===== src/rtl/wburst_pkg.sv =====
package wburst_pkg;

  typedef enum logic [1:0] {
    PH_IDLE,
    PH_PRE,
    PH_DATA,
    PH_POST
  } phase_t;

  localparam int IDX_W = 4;

  // next-cycle values handed from control to datapath
  typedef struct packed {
    logic oeNext;
    logic dqsNext;
    logic loadBeat;
    logic maskBeat;
  } dpCtl_t;

  function automatic logic [IDX_W-1:0] lastIdxOf(input logic [1:0] code);
    case (code)
      2'd0:    return IDX_W'(1);
      2'd1:    return IDX_W'(3);
      default: return IDX_W'(7);
    endcase
  endfunction

endpackage


===== src/rtl/wburst_ctrl.sv =====
module wburst_ctrl
  import wburst_pkg::*;
(
  input  logic       clk,
  input  logic       rstN,
  input  logic       reqValid,
  input  logic [1:0] reqLen,
  output logic       reqReady,
  input  logic       truncIn,
  output logic       beatTake,
  output dpCtl_t     dpCtl
);

  phase_t           phase, phaseN;
  logic [IDX_W-1:0] idx, idxN, lastIdx, lastIdxN, pendLast;
  logic             pendValid, pendValidN, cutFlag, cutFlagN;
  logic             accept, concatSlot, cutNow, beatLoad, beatMask;

  // the edge after this cycle shows beat len-2: last pair boundary
  assign concatSlot = (phase == PH_DATA && lastIdx >= IDX_W'(3) && idx == lastIdx - IDX_W'(2))
                    || (phase == PH_PRE && lastIdx == IDX_W'(1));
  assign reqReady   = !pendValid && (phase == PH_IDLE || concatSlot);
  assign accept     = reqValid && reqReady;
  assign cutNow     = truncIn && (phase == PH_PRE || (phase == PH_DATA && idx != lastIdx));

  always_comb begin
    phaseN     = phase;
    idxN       = idx;
    lastIdxN   = lastIdx;
    pendValidN = pendValid;
    cutFlagN   = cutFlag || cutNow;
    beatLoad   = 1'b0;
    beatMask   = 1'b0;
    case (phase)
      PH_IDLE: begin
        if (pendValid) begin
          phaseN     = PH_PRE;
          lastIdxN   = pendLast;
          pendValidN = 1'b0;
          cutFlagN   = 1'b0;
        end
      end
      PH_PRE: begin
        phaseN   = PH_DATA;
        idxN     = '0;
        beatLoad = 1'b1;
        beatMask = cutFlagN;
      end
      PH_DATA: begin
        if (idx != lastIdx) begin
          idxN     = idx + IDX_W'(1);
          beatLoad = 1'b1;
          beatMask = cutFlagN;
        end else if (pendValid) begin
          idxN       = '0;
          lastIdxN   = pendLast;
          pendValidN = 1'b0;
          cutFlagN   = 1'b0;
          beatLoad   = 1'b1;
        end else begin
          phaseN = PH_POST;
        end
      end
      default: begin
        phaseN   = PH_IDLE;
        cutFlagN = 1'b0;
      end
    endcase
    // acceptance needs an empty slot, consumption a full one: never both
    if (accept) pendValidN = 1'b1;
  end

  always_ff @(posedge clk or negedge rstN) begin
    if (!rstN) begin
      phase     <= PH_IDLE;
      idx       <= '0;
      lastIdx   <= '0;
      pendLast  <= '0;
      pendValid <= 1'b0;
      cutFlag   <= 1'b0;
    end else begin
      phase     <= phaseN;
      idx       <= idxN;
      lastIdx   <= lastIdxN;
      pendValid <= pendValidN;
      cutFlag   <= cutFlagN;
      if (accept) pendLast <= lastIdxOf(reqLen);
    end
  end

  assign beatTake         = beatLoad && !beatMask;
  assign dpCtl.oeNext     = (phaseN != PH_IDLE);
  assign dpCtl.dqsNext    = (phaseN == PH_DATA) && !idxN[0];
  assign dpCtl.loadBeat   = beatLoad;
  assign dpCtl.maskBeat   = beatMask;

endmodule


===== src/rtl/wburst_dpath.sv =====
module wburst_dpath
  import wburst_pkg::*;
#(
  parameter int DATA_W = 16
) (
  input  logic              clk,
  input  logic              rstN,
  input  dpCtl_t            dpCtl,
  input  logic [DATA_W-1:0] beatData,
  output logic              dqsOe,
  output logic              dqsLevel,
  output logic [DATA_W-1:0] dqOut,
  output logic              dmOut
);

  always_ff @(posedge clk or negedge rstN) begin
    if (!rstN) begin
      dqsOe    <= 1'b0;
      dqsLevel <= 1'b0;
      dqOut    <= '0;
      dmOut    <= 1'b0;
    end else begin
      dqsOe    <= dpCtl.oeNext;
      dqsLevel <= dpCtl.dqsNext;
      dmOut    <= dpCtl.loadBeat && dpCtl.maskBeat;
      dqOut    <= (dpCtl.loadBeat && !dpCtl.maskBeat) ? beatData : '0;
    end
  end

endmodule


===== src/rtl/ddr_wr_strobe_seq.sv =====
module ddr_wr_strobe_seq
  import wburst_pkg::*;
#(
  parameter int DATA_W = 16
) (
  input  logic              clk,
  input  logic              rstN,
  input  logic              reqValid,
  input  logic [1:0]        reqLen,
  output logic              reqReady,
  input  logic              truncIn,
  input  logic [DATA_W-1:0] beatData,
  output logic              beatTake,
  output logic              dqsOe,
  output logic              dqsLevel,
  output logic [DATA_W-1:0] dqOut,
  output logic              dmOut
);

  dpCtl_t dpCtl;

  wburst_ctrl ctrl_i (
    .clk      (clk),
    .rstN     (rstN),
    .reqValid (reqValid),
    .reqLen   (reqLen),
    .reqReady (reqReady),
    .truncIn  (truncIn),
    .beatTake (beatTake),
    .dpCtl    (dpCtl)
  );

  wburst_dpath #(.DATA_W(DATA_W)) dpath_i (
    .clk      (clk),
    .rstN     (rstN),
    .dpCtl    (dpCtl),
    .beatData (beatData),
    .dqsOe    (dqsOe),
    .dqsLevel (dqsLevel),
    .dqOut    (dqOut),
    .dmOut    (dmOut)
  );

endmodule


===== config.mk =====
export PLATFORM = sky130hd
export DESIGN_NAME = ddr_wr_strobe_seq
export DESIGN_NICKNAME = d
export VERILOG_FILES = /design/src/rtl/wburst_pkg.sv /design/src/rtl/wburst_ctrl.sv /design/src/rtl/wburst_dpath.sv /design/src/rtl/ddr_wr_strobe_seq.sv
export SDC_FILE = /design/constraint.sdc
export NUM_CORES = 1
export LEC_CHECK = 0
export CAP_MARGIN = 20
export CORE_UTILIZATION = 30
export CTS_BUF_LIST = sky130_fd_sc_hd__clkbuf_2
export DETAILED_ROUTE_END_ITERATION = 16
export HOLD_SLACK_MARGIN = 0.15
export PLACE_DENSITY = 0.51
export SLEW_MARGIN = 20
export SYNTH_ARGS = -nofsm -noshare
export SYNTH_HDL_FRONTEND = slang
export SYNTH_SLANG_ARGS = --single-unit

===== constraint.sdc =====
create_clock -name clk -period 2.6 [get_ports clk]
set_input_delay 0.26 -clock clk [delete_from_list [all_inputs] [get_ports clk]]
set_output_delay 0.26 -clock clk [all_outputs]
set_load 0.005 [all_outputs]

Word-level counts from Yosys, hierarchy flattened
Cells that the tools add are included.

Word-level logic and storage cells: 73. Register bits: 35. Output and inout port bits: 21. Input bits: 22.

Equality and inequality tests: 10. Magnitude comparators: 1. Mux-type cells: 23. Reductions and logical operators: 26. $add $sub $neg: 2.

Operators by type and width (number): 16-bit two-way mux (1); 4-bit two-way mux (4); 4-bit one-hot mux with 2 select lines (2); 1-bit logical AND (10); 1-bit two-way mux (7); 2-bit two-way mux (3); 3-bit by 2-bit != test with 1-bit output, second input constant (2); 1-bit one-hot mux with 2 select lines (3); 2-bit one-hot mux with 3 select lines (1); 3-bit one-hot mux with 2 select lines (1); 2-bit AND reduction (3); 2-bit nonzero test (3); 4-bit by 1-bit adder with 4-bit output, second input constant (1); 2-bit by 1-bit equality test with 1-bit output, second input constant (2); 2-bit equality test, second input constant (2); 4-bit by 1-bit equality test with 1-bit output, second input constant (1); 4-bit equality test (1); 4-bit by 2-bit greater-or-equal comparator with 1-bit output, second input constant (1); 2-bit zero test (2); 1-bit logical OR (4); 4-bit != test (1); 4-bit by 2-bit subtractor with 4-bit output, second input constant (1); 1-bit zero test (3); 1-bit one-hot mux with 3 select lines (1); other kinds (2) (2).

Depth between registers and ports, before layout
Depth in word-level cells: 10. Gate-level depth with buffers: 7.

Modules after synthesis
Synthesis repeated with hierarchy kept, for this count alone.

Cells, all modules: 149. Area, all modules: 1679.1 um2.

Modules (own cells, without submodules): wburst_ctrl (instances 1, area an instance 1024.7 um2, cells each 111, sequential area each 350.3 um2); wburst_dpath (instances 1, area an instance 654.4 um2, cells each 38, sequential area each 475.5 um2).

Worst setup path after synthesis
Ideal clock, no wire load.

Kind: register to register. From: register ctrl_i.phase[0]. To: register ctrl_i.pendLast[2]. Stages on the path, launching flop included: 8. Arrival time: 1.895 ns. Data required time: 2.475 ns. Path slack: 0.580 ns. Path buffers: 1. Cell sequence: dfrtp_1 > inv_1 > ha_1 > clkbuf_1 > nand2b_1 > a2111o_1 > o32ai_1 > mux2_2.

Word-level cells in the longest chain between the ends: 7. Elaborated cells between the ends (all ways): 10. Classes of those cells: eq/ne (2); reduce/logical (8).

Ends and longest elaborated chain: from (decl) (line wburst_ctrl.sv:14) `phase_t phase, phaseN;`; from (signal assigned) (line wburst_ctrl.sv:82) `phase <= phaseN;`; 2-bit equality test (line wburst_ctrl.sv:20) `assign concatSlot = (phase == PH_DATA && lastIdx >= IDX_W'(3) && idx == lastIdx - IDX_W'(2))`; 1-bit logical AND (2 in a row) (line wburst_ctrl.sv:20); 1-bit logical OR (line wburst_ctrl.sv:21) `|| (phase == PH_PRE && lastIdx == IDX_W'(1));`; 1-bit logical OR (*) (line wburst_ctrl.sv:22) `assign reqReady = !pendValid && (phase == PH_IDLE || concatSlot);`; 1-bit logical AND (*) (line wburst_ctrl.sv:22); 1-bit logical AND (*) (line wburst_ctrl.sv:23) `assign accept = reqValid && reqReady;`; to (signal assigned) (line wburst_ctrl.sv:87) `if (accept) pendLast <= lastIdxOf(reqLen);`; to (decl) (line wburst_ctrl.sv:15) `logic [IDX_W-1:0] idx, idxN, lastIdx, lastIdxN, pendLast;`.

Every way passes the cells marked *; elsewhere a longest branch is shown, timed or not. A chain may end at the register's enable or synchronous reset.

Worst setup path after layout
From: register ctrl_i.lastIdx[1]. To: output beatTake.

Word-level cells in the longest chain between the ends: 9. Elaborated cells between the ends (all ways): 11. Classes of those cells: eq/ne (1); mux (4); reduce/logical (6).

Ends and longest elaborated chain: from (decl) (line wburst_ctrl.sv:15); from (signal assigned) (line wburst_ctrl.sv:84) `lastIdx <= lastIdxN;`; 4-bit != test (*) (line wburst_ctrl.sv:24, wburst_ctrl.sv:50); 1-bit logical AND (line wburst_ctrl.sv:24) `assign cutNow = truncIn && (phase == PH_PRE || (phase == PH_DATA && idx != lastIdx));`; 1-bit logical OR (line wburst_ctrl.sv:24); 1-bit logical AND (line wburst_ctrl.sv:24); 1-bit logical OR (line wburst_ctrl.sv:31) `cutFlagN = cutFlag || cutNow;`; 1-bit two-way mux (line wburst_ctrl.sv:50) `if (idx != lastIdx) begin`; 1-bit one-hot mux with 2 select lines (line wburst_ctrl.sv:34) `case (phase)`; 1-bit zero test (line wburst_ctrl.sv:91) `assign beatTake = beatLoad && !beatMask;`; 1-bit logical AND (*) (line wburst_ctrl.sv:91); to (decl) (line ddr_wr_strobe_seq.sv:13) `output logic beatTake,`.

Marked as above.

==> results_dict.tcl <==
set metrics [dict create \
    drive_gt1_frac 0.1616 \
    synth_edf_count 0 \
    cp_data_arrival_time_ns 2.20 \
    ys_ff_latch 33 \
    via_count 1480 \
    synth_top_cell_by_area "dfrtp_1" \
    wirelength_mm 4.161 \
    port_buffers 42 \
    grt-ovfl-total 0 \
    rows 27 \
    synth_cells 177 \
    clock_skew_ns 0.02445 \
    setup_tns_ns 0 \
    cap_violations 0 \
    finalSetupViolCount 0 \
    area_delta_synth_final_pct 35.90 \
    startpoint_type "flop" \
    synth_common_cells "33 x dfrtp_1, 33 x nand3_1, 21 x o21ai_0, 11 x clkbuf_1, 9 x inv_1" \
    antenna_found_initial 0 \
    p_total_mw 2.525 \
    syn_avg_cell_area_um2 9.748 \
    die_h_um 77.84 \
    cts_tree "done" \
    pre_cts_slack_ns 0.1371 \
    pin_count 43 \
    fmax_ghz 0.4067 \
    async_flop_share 1.000 \
    synth_cell_types 42 \
    cts_buffers 5 \
    wl_per_cell_um 13.82 \
    gp_congestion 0.7667 \
    die_w_um 77.84 \
    worstSetupPathType "reg -> out" \
    cts_root_buffer "clkbuf_2" \
    insertedDiodeCount 0 \
    critPathRequiredTime_ns 2.34 \
    postPlaceCellArea_um2 2265 \
    relSlewSlack 0.5764 \
    cp_max_fo 3 \
    synth_area_um2 1725 \
    clk_pin_slew_ns 0.20 \
    grt_pass1_vias 1502 \
    ir_worst_vdd_v 0.0004357 \
    drt_iter0_drc 40 \
    end_kind "primary output" \
    first_pass_iters 4 \
    ant_nets 0 \
    hp-class "in -> async" \
    rsz0062_at_grt "false" \
    final_area_um2 2345 \
    via_per_inst 4.917 \
    grt_use_total 0.1502 \
    setup_slack_ns 0.1410 \
    place_hpwl_mm 2.899 \
    hold_viol 0 \
    fin_crit_sh 0.9458 \
    h-tree-depth 2 \
    status "finished clean" \
    worst_pin_slew_ns 0.6335 \
    grt_first_pass_wirelength_mm 7.038 \
    clk_latency_ns 0.39 \
    start_util 0.3114 \
    final_core_util 0.4232 \
    fin_crit_ns 2.459 \
    core_um2 5540 \
    max-clock-path-buffers 2 \
    nets 256 \
    syn-num-nets 205 \
    p_leak_nw 0.9808 \
    netlist.area_leader.share 0.4786 \
    synth.area.top_cells "dfrtp_1 48%, nand3_1 9.6%, o21ai_0 6.1%, ha_1 4.4%, mux2_2 2.6%" \
    finalMaxSlewViolations 0 \
    drc 0 \
    power.density_nw_per_um2 1077 \
    synth_flop_cell "dfrtp_1" \
    grt_max_degree 34 \
    die_area_um2 6058 \
    cts_sinks 33 \
    yosysSeqAreaShare 0.4786 \
    yosysWarnings 0 \
]
final timing paths:
check | to | from | cells after the start | slack [ns]
max in group asynchronous | ctrl_i.pendLast[0]$_DFFE_PN0P_ | rstN | 2 | 2.02
setup reg to reg | ctrl_i.pendLast[2]$_DFFE_PN0P_ | ctrl_i.lastIdx[1]$_DFFE_PN0P_ | 7 | 0.38
setup / recovery | beatTake | ctrl_i.lastIdx[1]$_DFFE_PN0P_ | 6 | 0.14
hold / removal | dpath_i.dmOut$_DFF_PN0_ | rstN | 2 | 0.26
hold reg to reg | ctrl_i.pendLast[0]$_DFFE_PN0P_ | ctrl_i.pendLast[0]$_DFFE_PN0P_ | 1 | 0.50
min in group clk | ctrl_i.pendLast[1]$_DFFE_PN0P_ | reqLen[0] | 3 | 0.44
final cells by class:
cell class / instances / area [µm²]
clock buffers: 5 / 25.02
clock inverters: 3 / 17.52
fillers: 559 / 3196
inverters: 9 / 33.78
multi-input cells: 121 / 818.3
flip-flops and latches: 33 / 825.8
well taps: 72 / 90.09
repair buffers: 58 / 534.3
layer usage:
metal	part of all wire	global-route usage	vias to the layer above
met3	0.041	0.03294	5
met4	0.015	0.05472	0
met2	0.48	0.2513	27
met1	0.46	0.1887	716
met5	0	0	-
li1	-	-	732
cells by family after synthesis:
family | after synthesis | synth area share
buf+inv | 23 | 0.05946
flops | 33 | 0.4786
mux | 8 | 0.05656
xor+xnor | 4 | 0.02031
fa+ha+maj | 6 | 0.04351
compound gates | 39 | 0.1487
simple gates | 64 | 0.1929
registers in the layout, summed over array words and instances (netlist names):
register,flops
ctrl_i.pendValid,1
dpath_i.dqsLevel,1
ctrl_i.pendLast,3
ctrl_i.lastIdx,3
ctrl_i.cutFlag,1
dpath_i.dmOut,1
dpath_i.dqOut,16
ctrl_i.idx,4
dpath_i.dqsOe,1
ctrl_i.phase,2
cell usage in the layout, fill, tap and decap left out, types with 2 or more instances in the layout:
| master | instances |
|---|---|
| a21oi_1 | 3 |
| xor2_1 | 3 |
| mux2_2 | 4 |
| nand2_1 | 7 |
| nor2_1 | 7 |
| mux2i_1 | 3 |
| buf_4 | 16 |
| ha_1 | 5 |
| nand3_1 | 33 |
| o22ai_1 | 2 |
| clkinv_2 | 2 |
| clkdlybuf4s50_1 | 40 |
| nand4_1 | 3 |
| inv_1 | 8 |
| clkbuf_2 | 5 |
| o21ai_0 | 21 |
| nand2b_1 | 3 |
| dfrtp_1 | 33 |
| and2_1 | 2 |
critical path, stage by stage, from the launching register on:
cell and delay [ns]:
dfrtp_1 0.44, buf_4 0.14, xor2_1 0.15, or4_4 0.52
mux2i_4 0.21, o31ai_2 0.19, buf_2 0.16
what timing repair did:
action,CTS,global route
gates cloned,0,0
buffers inserted,2,1
hold buffers,0,0
resized for setup,9,1
endpoints found under the setup margin,2,1
per-stage QoR:
step / hold WS, ns / cells
6_report: 0.2558 / 301
5_1_grt: 0.2842 / 301
4_1_cts: 0.2482 / 300
3_5_place_dp: 0.4620 / 290
3_3_place_gp: 0.4513 / 290
2_1_floorplan: -0.03559 / 177
power by group:
group	switching, mW	internal [mW]
clock network	0.191	0.0629
registers	0.0951	0.688
logic	0.793	0.694
total	1.08	1.45
Power figures use the tool's default switching activity.
